--- src/rtl/card_fifo_pkg.sv ---
package card_fifo_pkg;
    typedef enum logic [1:0] {
        LN_EMPTY = 2'd0,
        LN_PART  = 2'd1,
        LN_FULL  = 2'd2
    } lane_state_t;

    localparam int ST_TX_UNDERRUN  = 4;
    localparam int ST_RX_OVERRUN   = 5;
    localparam int ST_TX_HALF_EMPT = 14;
    localparam int ST_RX_HALF_FULL = 15;
    localparam int ST_TX_FULL      = 16;
    localparam int ST_RX_FULL      = 17;
    localparam int ST_TX_EMPTY     = 18;
    localparam int ST_RX_EMPTY     = 19;
    localparam int ST_TX_AVAIL     = 20;
    localparam int ST_RX_AVAIL     = 21;
endpackage

--- src/rtl/card_fifo_lane.sv ---
module card_fifo_lane
    import card_fifo_pkg::*;
#(
    parameter int DEPTH = 16,
    parameter int WIDTH = 32,
    localparam int AW = $clog2(DEPTH),
    localparam int CW = $clog2(DEPTH + 1)
) (
    input  logic             clk,
    input  logic             rst_n,
    input  logic             push,
    input  logic [WIDTH-1:0] din,
    input  logic             pop,
    output logic [WIDTH-1:0] dout,
    output logic [CW-1:0]    count,
    output logic             empty,
    output logic             full,
    output logic             push_drop,
    output logic             pop_miss
);
    lane_state_t      state_q, state_d;
    logic [CW-1:0]    count_q, count_d;
    logic [AW-1:0]    wr_ptr, rd_ptr;
    logic [WIDTH-1:0] mem [DEPTH];
    logic             pop_ok, push_ok;

    assign pop_ok  = pop && !empty;
    assign push_ok = push && (!full || pop_ok);
    assign count_d = count_q + CW'(push_ok) - CW'(pop_ok);

    always_comb begin
        if (count_d == '0)
            state_d = LN_EMPTY;
        else if (count_d == CW'(DEPTH))
            state_d = LN_FULL;
        else
            state_d = LN_PART;
    end

    always_ff @(posedge clk) begin
        if (!rst_n) begin
            state_q <= LN_EMPTY;
            count_q <= '0;
            wr_ptr  <= '0;
            rd_ptr  <= '0;
        end else begin
            state_q <= state_d;
            count_q <= count_d;
            if (push_ok) wr_ptr <= wr_ptr + 1'b1;
            if (pop_ok)  rd_ptr <= rd_ptr + 1'b1;
        end
    end

    always_ff @(posedge clk) begin
        if (push_ok) mem[wr_ptr] <= din;
    end

    always_comb begin
        empty = 1'b0;
        full  = 1'b0;
        unique case (state_q)
            LN_EMPTY: empty = 1'b1;
            LN_PART:  ;
            LN_FULL:  full  = 1'b1;
            default:  ;
        endcase
    end

    assign dout      = mem[rd_ptr];
    assign count     = count_q;
    assign push_drop = push && full && !pop_ok;
    assign pop_miss  = pop && empty;
endmodule

--- src/rtl/card_fifo_status.sv ---
module card_fifo_status
    import card_fifo_pkg::*;
#(
    parameter int DEPTH = 16,
    localparam int CW   = $clog2(DEPTH + 1),
    localparam int HALF = DEPTH / 2
) (
    input  logic          clk,
    input  logic          rst_n,
    input  logic [CW-1:0] tx_count,
    input  logic [CW-1:0] rx_count,
    input  logic          tx_empty,
    input  logic          tx_full,
    input  logic          rx_empty,
    input  logic          rx_full,
    input  logic          ovr_set,
    input  logic          und_set,
    input  logic          clr_en,
    input  logic          clr_ovr,
    input  logic          clr_und,
    output logic [31:0]   status
);
    logic ovr_q, und_q;

    always_ff @(posedge clk) begin
        if (!rst_n) begin
            ovr_q <= 1'b0;
            und_q <= 1'b0;
        end else begin
            if (ovr_set)                 ovr_q <= 1'b1;
            else if (clr_en && clr_ovr)  ovr_q <= 1'b0;
            if (und_set)                 und_q <= 1'b1;
            else if (clr_en && clr_und)  und_q <= 1'b0;
        end
    end

    always_comb begin
        status                  = '0;
        status[ST_TX_UNDERRUN]  = und_q;
        status[ST_RX_OVERRUN]   = ovr_q;
        status[ST_TX_HALF_EMPT] = (tx_count <= CW'(HALF));
        status[ST_RX_HALF_FULL] = (rx_count >= CW'(HALF));
        status[ST_TX_FULL]      = tx_full;
        status[ST_RX_FULL]      = rx_full;
        status[ST_TX_EMPTY]     = tx_empty;
        status[ST_RX_EMPTY]     = rx_empty;
        status[ST_TX_AVAIL]     = (tx_count != '0);
        status[ST_RX_AVAIL]     = (rx_count != '0);
    end
endmodule

--- src/rtl/card_fifo_core.sv ---
module card_fifo_core
    import card_fifo_pkg::*;
#(
    parameter int DEPTH = 16,
    localparam int CW   = $clog2(DEPTH + 1)
) (
    input  logic          clk,
    input  logic          rst_n,
    input  logic          host_wr_en,
    input  logic [31:0]   host_wdata,
    input  logic          host_rd_en,
    output logic [31:0]   host_rdata,
    input  logic          clr_wr_en,
    input  logic [31:0]   clr_wdata,
    input  logic          xfer_active,
    output logic [31:0]   status,
    output logic [CW-1:0] rx_count,
    input  logic          card_tx_pop,
    output logic [31:0]   card_tx_data,
    input  logic          card_rx_push,
    input  logic [31:0]   card_rx_data
);
    logic [CW-1:0] tx_cnt, rx_cnt;
    logic tx_empty, tx_full, rx_empty, rx_full;
    logic tx_drop, tx_miss, rx_drop, rx_miss;
    logic unused_clr_bits;

    assign unused_clr_bits = ^{clr_wdata[31:6], clr_wdata[3:0], tx_drop, rx_miss};

    card_fifo_lane #(.DEPTH(DEPTH), .WIDTH(32)) u_tx (
        .clk(clk), .rst_n(rst_n),
        .push(host_wr_en), .din(host_wdata),
        .pop(card_tx_pop), .dout(card_tx_data),
        .count(tx_cnt), .empty(tx_empty), .full(tx_full),
        .push_drop(tx_drop), .pop_miss(tx_miss)
    );

    card_fifo_lane #(.DEPTH(DEPTH), .WIDTH(32)) u_rx (
        .clk(clk), .rst_n(rst_n),
        .push(card_rx_push), .din(card_rx_data),
        .pop(host_rd_en), .dout(host_rdata),
        .count(rx_cnt), .empty(rx_empty), .full(rx_full),
        .push_drop(rx_drop), .pop_miss(rx_miss)
    );

    card_fifo_status #(.DEPTH(DEPTH)) u_stat (
        .clk(clk), .rst_n(rst_n),
        .tx_count(tx_cnt), .rx_count(rx_cnt),
        .tx_empty(tx_empty), .tx_full(tx_full),
        .rx_empty(rx_empty), .rx_full(rx_full),
        .ovr_set(rx_drop), .und_set(tx_miss && xfer_active),
        .clr_en(clr_wr_en),
        .clr_ovr(clr_wdata[ST_RX_OVERRUN]), .clr_und(clr_wdata[ST_TX_UNDERRUN]),
        .status(status)
    );

    assign rx_count = rx_cnt;
endmodule

--- config.mk ---
export PLATFORM = sky130hd
export DESIGN_NAME = card_fifo_core
export DESIGN_NICKNAME = d
export VERILOG_FILES = /design/src/rtl/card_fifo_pkg.sv /design/src/rtl/card_fifo_lane.sv /design/src/rtl/card_fifo_status.sv /design/src/rtl/card_fifo_core.sv
export SDC_FILE = /design/constraint.sdc
export NUM_CORES = 1
export LEC_CHECK = 0
export BUFFER_PORTS_ARGS = -buffer_cell sky130_fd_sc_hd__buf_2
export CORE_UTILIZATION = 30
export DETAILED_ROUTE_END_ITERATION = 10
export SETUP_SLACK_MARGIN = 0.02
export SYNTH_ARGS = -nofsm -noshare
export SYNTH_HDL_FRONTEND = slang
export SYNTH_HIERARCHICAL = 1
export SYNTH_SLANG_ARGS = --single-unit
--- constraint.sdc ---
create_clock -name clk -period 4.9 [get_ports clk]
set_input_delay 0.49 -clock clk [delete_from_list [all_inputs] [get_ports clk]]
set_output_delay 0.49 -clock clk [all_outputs]
set_load 0.01 [all_outputs]
==> flow_summary.json <==
{
  "status": "complete, but fails checks",
  "violations": "design-rule violations",
  "setup_total_negative_slack_ns": 0,
  "post_cts_resized": 0,
  "clkSlewWorstSetupHoldPaths_ns": 0.06,
  "grt.total_usage": 0.137,
  "dp.cells": 3705,
  "root_buffer": "clkbuf_16",
  "layout.nets": 2172,
  "wl_met3_mm": 6.53,
  "routedWlPerCell_um": 24.0,
  "port_buffers": 152,
  "ant_nets": 0,
  "initial_core_util": 0.303,
  "pwr_density_cell_nw_per_um2": 457,
  "via_per_inst": 4.84,
  "ios": 205,
  "period_share": 0.750,
  "h-tree-depth": 3,
  "grt_overflow": 0,
  "numCtsBuffers": 103,
  "placed_cell_area_um2": 43600,
  "die_area_um2": 136000,
  "area_growth_pct": 15.4,
  "grt_pass1_wl_mm": 136,
  "met2RoutedLength_mm": 48.4,
  "fin_cells": 3899,
  "gp_congestion": 0.726,
  "stdcell_area_um2": 46700,
  "clkSinkCount": 1064,
  "antenna_found_initial": 16,
  "rsz0062_at_grt": "no",
  "slew_headroom": 0.366,
  "die_w_um": 369,
  "vias": 18852,
  "ir_drop_mv": 0.422,
  "startpoint_type": "register",
  "synth_area_um2": 40500,
  "ys_warn_count": 6,
  "worstSetupPathType": "reg -> out",
  "wl_mm": 93.5,
  "coreArea_um2": 134000,
  "max_freq_mhz": 272,
  "final_util": 0.350,
  "maxSlewViolCount": 0,
  "cts.path.max_buffers": 3,
  "die_h_um": 369,
  "min_period_ns": 3.67,
  "cp.arrival_ns": 3.18,
  "drtIter0Drc": 1558,
  "insertion_delay_ns": 0.72,
  "maxCapViolCount": 0,
  "finClkSkew_ns": 0.0317,
  "total_leakage_power_nw": 14.5,
  "end_kind": "primary output",
  "hpwl_mm": 51.2,
  "worstMarginPinSlew_ns": 0.949,
  "netlist_instances": 1830,
  "drive_gt1_frac": 0.301,
  "rows": 134,
  "syn_avg_cell_area_um2": 22.1,
  "worstPathRequired_ns": 4.41,
  "drc": 36,
  "cts_tree": "built",
  "hold_violations": 0,
  "cp_max_fo": 32,
  "routed.top_layer": "met5",
  "met1_length_mm": 36.2,
  "first_pass_iters": 8,
  "grt_max_degree": 106,
  "setup_viol": 0,
  "min_path_type": "in -> reg",
  "grt_pass1_vias": 19961
}
==> registers in the layout, summed over array words and instances, names as in the netlist, 2 cells and up, named ones only <==
name,count
u_rx/rd_ptr,4
u_rx/wr_ptr,4
u_rx/count,5
u_tx/mem,512
u_tx/count,5
u_tx/rd_ptr,4
u_rx/state_q,2
u_tx/wr_ptr,4
u_tx/state_q,2
u_rx/mem,512
==> cell usage in the layout (no fill, tap or decap), types with 6 or more instances in the layout <==
master,n
nor4_2,8
nand3_1,6
buf_4,48
inv_1,25
buf_12,6
clkbuf_16,103
clkinv_1,25
a22oi_1,128
clkbuf_1,31
xnor2_1,8
and2_2,17
clkinv_2,13
nor2_1,17
nor2_4,10
xor2_1,10
ha_1,20
mux4_2,256
conb_1,22
a21oi_1,7
and2_1,13
nand2_1,70
buf_2,152
edfxtp_1,1024
dfxtp_1,36
==> final timing paths <==
path,slack (ns),start,endpoint,cells after the start
worst min-delay path,0.10,host_wr_en,u_tx/wr_ptr[1],3
worst min register to register,0.53,u_rx/wr_ptr[1],u_rx/wr_ptr[1],2
worst max register to register,1.87,u_rx/state_q[1],u_rx/state_q[1],10
worst max-delay path,1.23,register,card_tx_data[1],5
==> routing by layer <==
| metal | vias to the layer above | global-route usage |
|---|---|---|
| met4 | 16 | 0.0388 |
| li1 | 8033 | - |
| met3 | 175 | 0.0353 |
| met2 | 616 | 0.240 |
| met1 | 10012 | 0.166 |
| met5 | - | 0 |
==> where the power goes <==
part / switching [mW] / total (mW) / internal, mW
combinational: 1.75 / 3.54 / 1.79
clock: 3.31 / 7.36 / 4.05
sequential: 0.242 / 10.5 / 10.2
total: 5.31 / 21.4 / 16.1
==> per-stage QoR <==
stage	hold WS (ns)	power (mW)	worst slack, ns
after floorplan	0.477	13.2	0.396
after global placement	0.496	14.1	1.53
after detailed placement	0.514	14.3	1.58
after CTS	0.0243	21.6	0.971
after global routing	0.0578	22.2	0.915
final	0.102	21.4	1.23
==> timing repair <==
action / CTS / global route
setup buffers: 0 / 0
hold endpoints to repair: 2 / 0
hold buffers: 4 / 0
==> area by class of cell <==
type	instances	area (µm²)
Antenna cell	4	10.0
Clock buffer	134	2690
Clock inverter	52	423
Fill cell	12210	86900
Inverter	27	101
Multi-Input combinational cell	640	8430
Sequential cell	1064	31600
Tap cell	1768	2210
Timing Repair Buffer	210	1280
==> critical path, cell delays in order (launching register included) <==
cell	delay [ns]
dfxtp_4	0.79
buf_4	0.53
mux4_2	0.58
a22oi_1	0.25
nand2_1	0.14
buf_2	0.16
(Power assumes the default switching activity.)
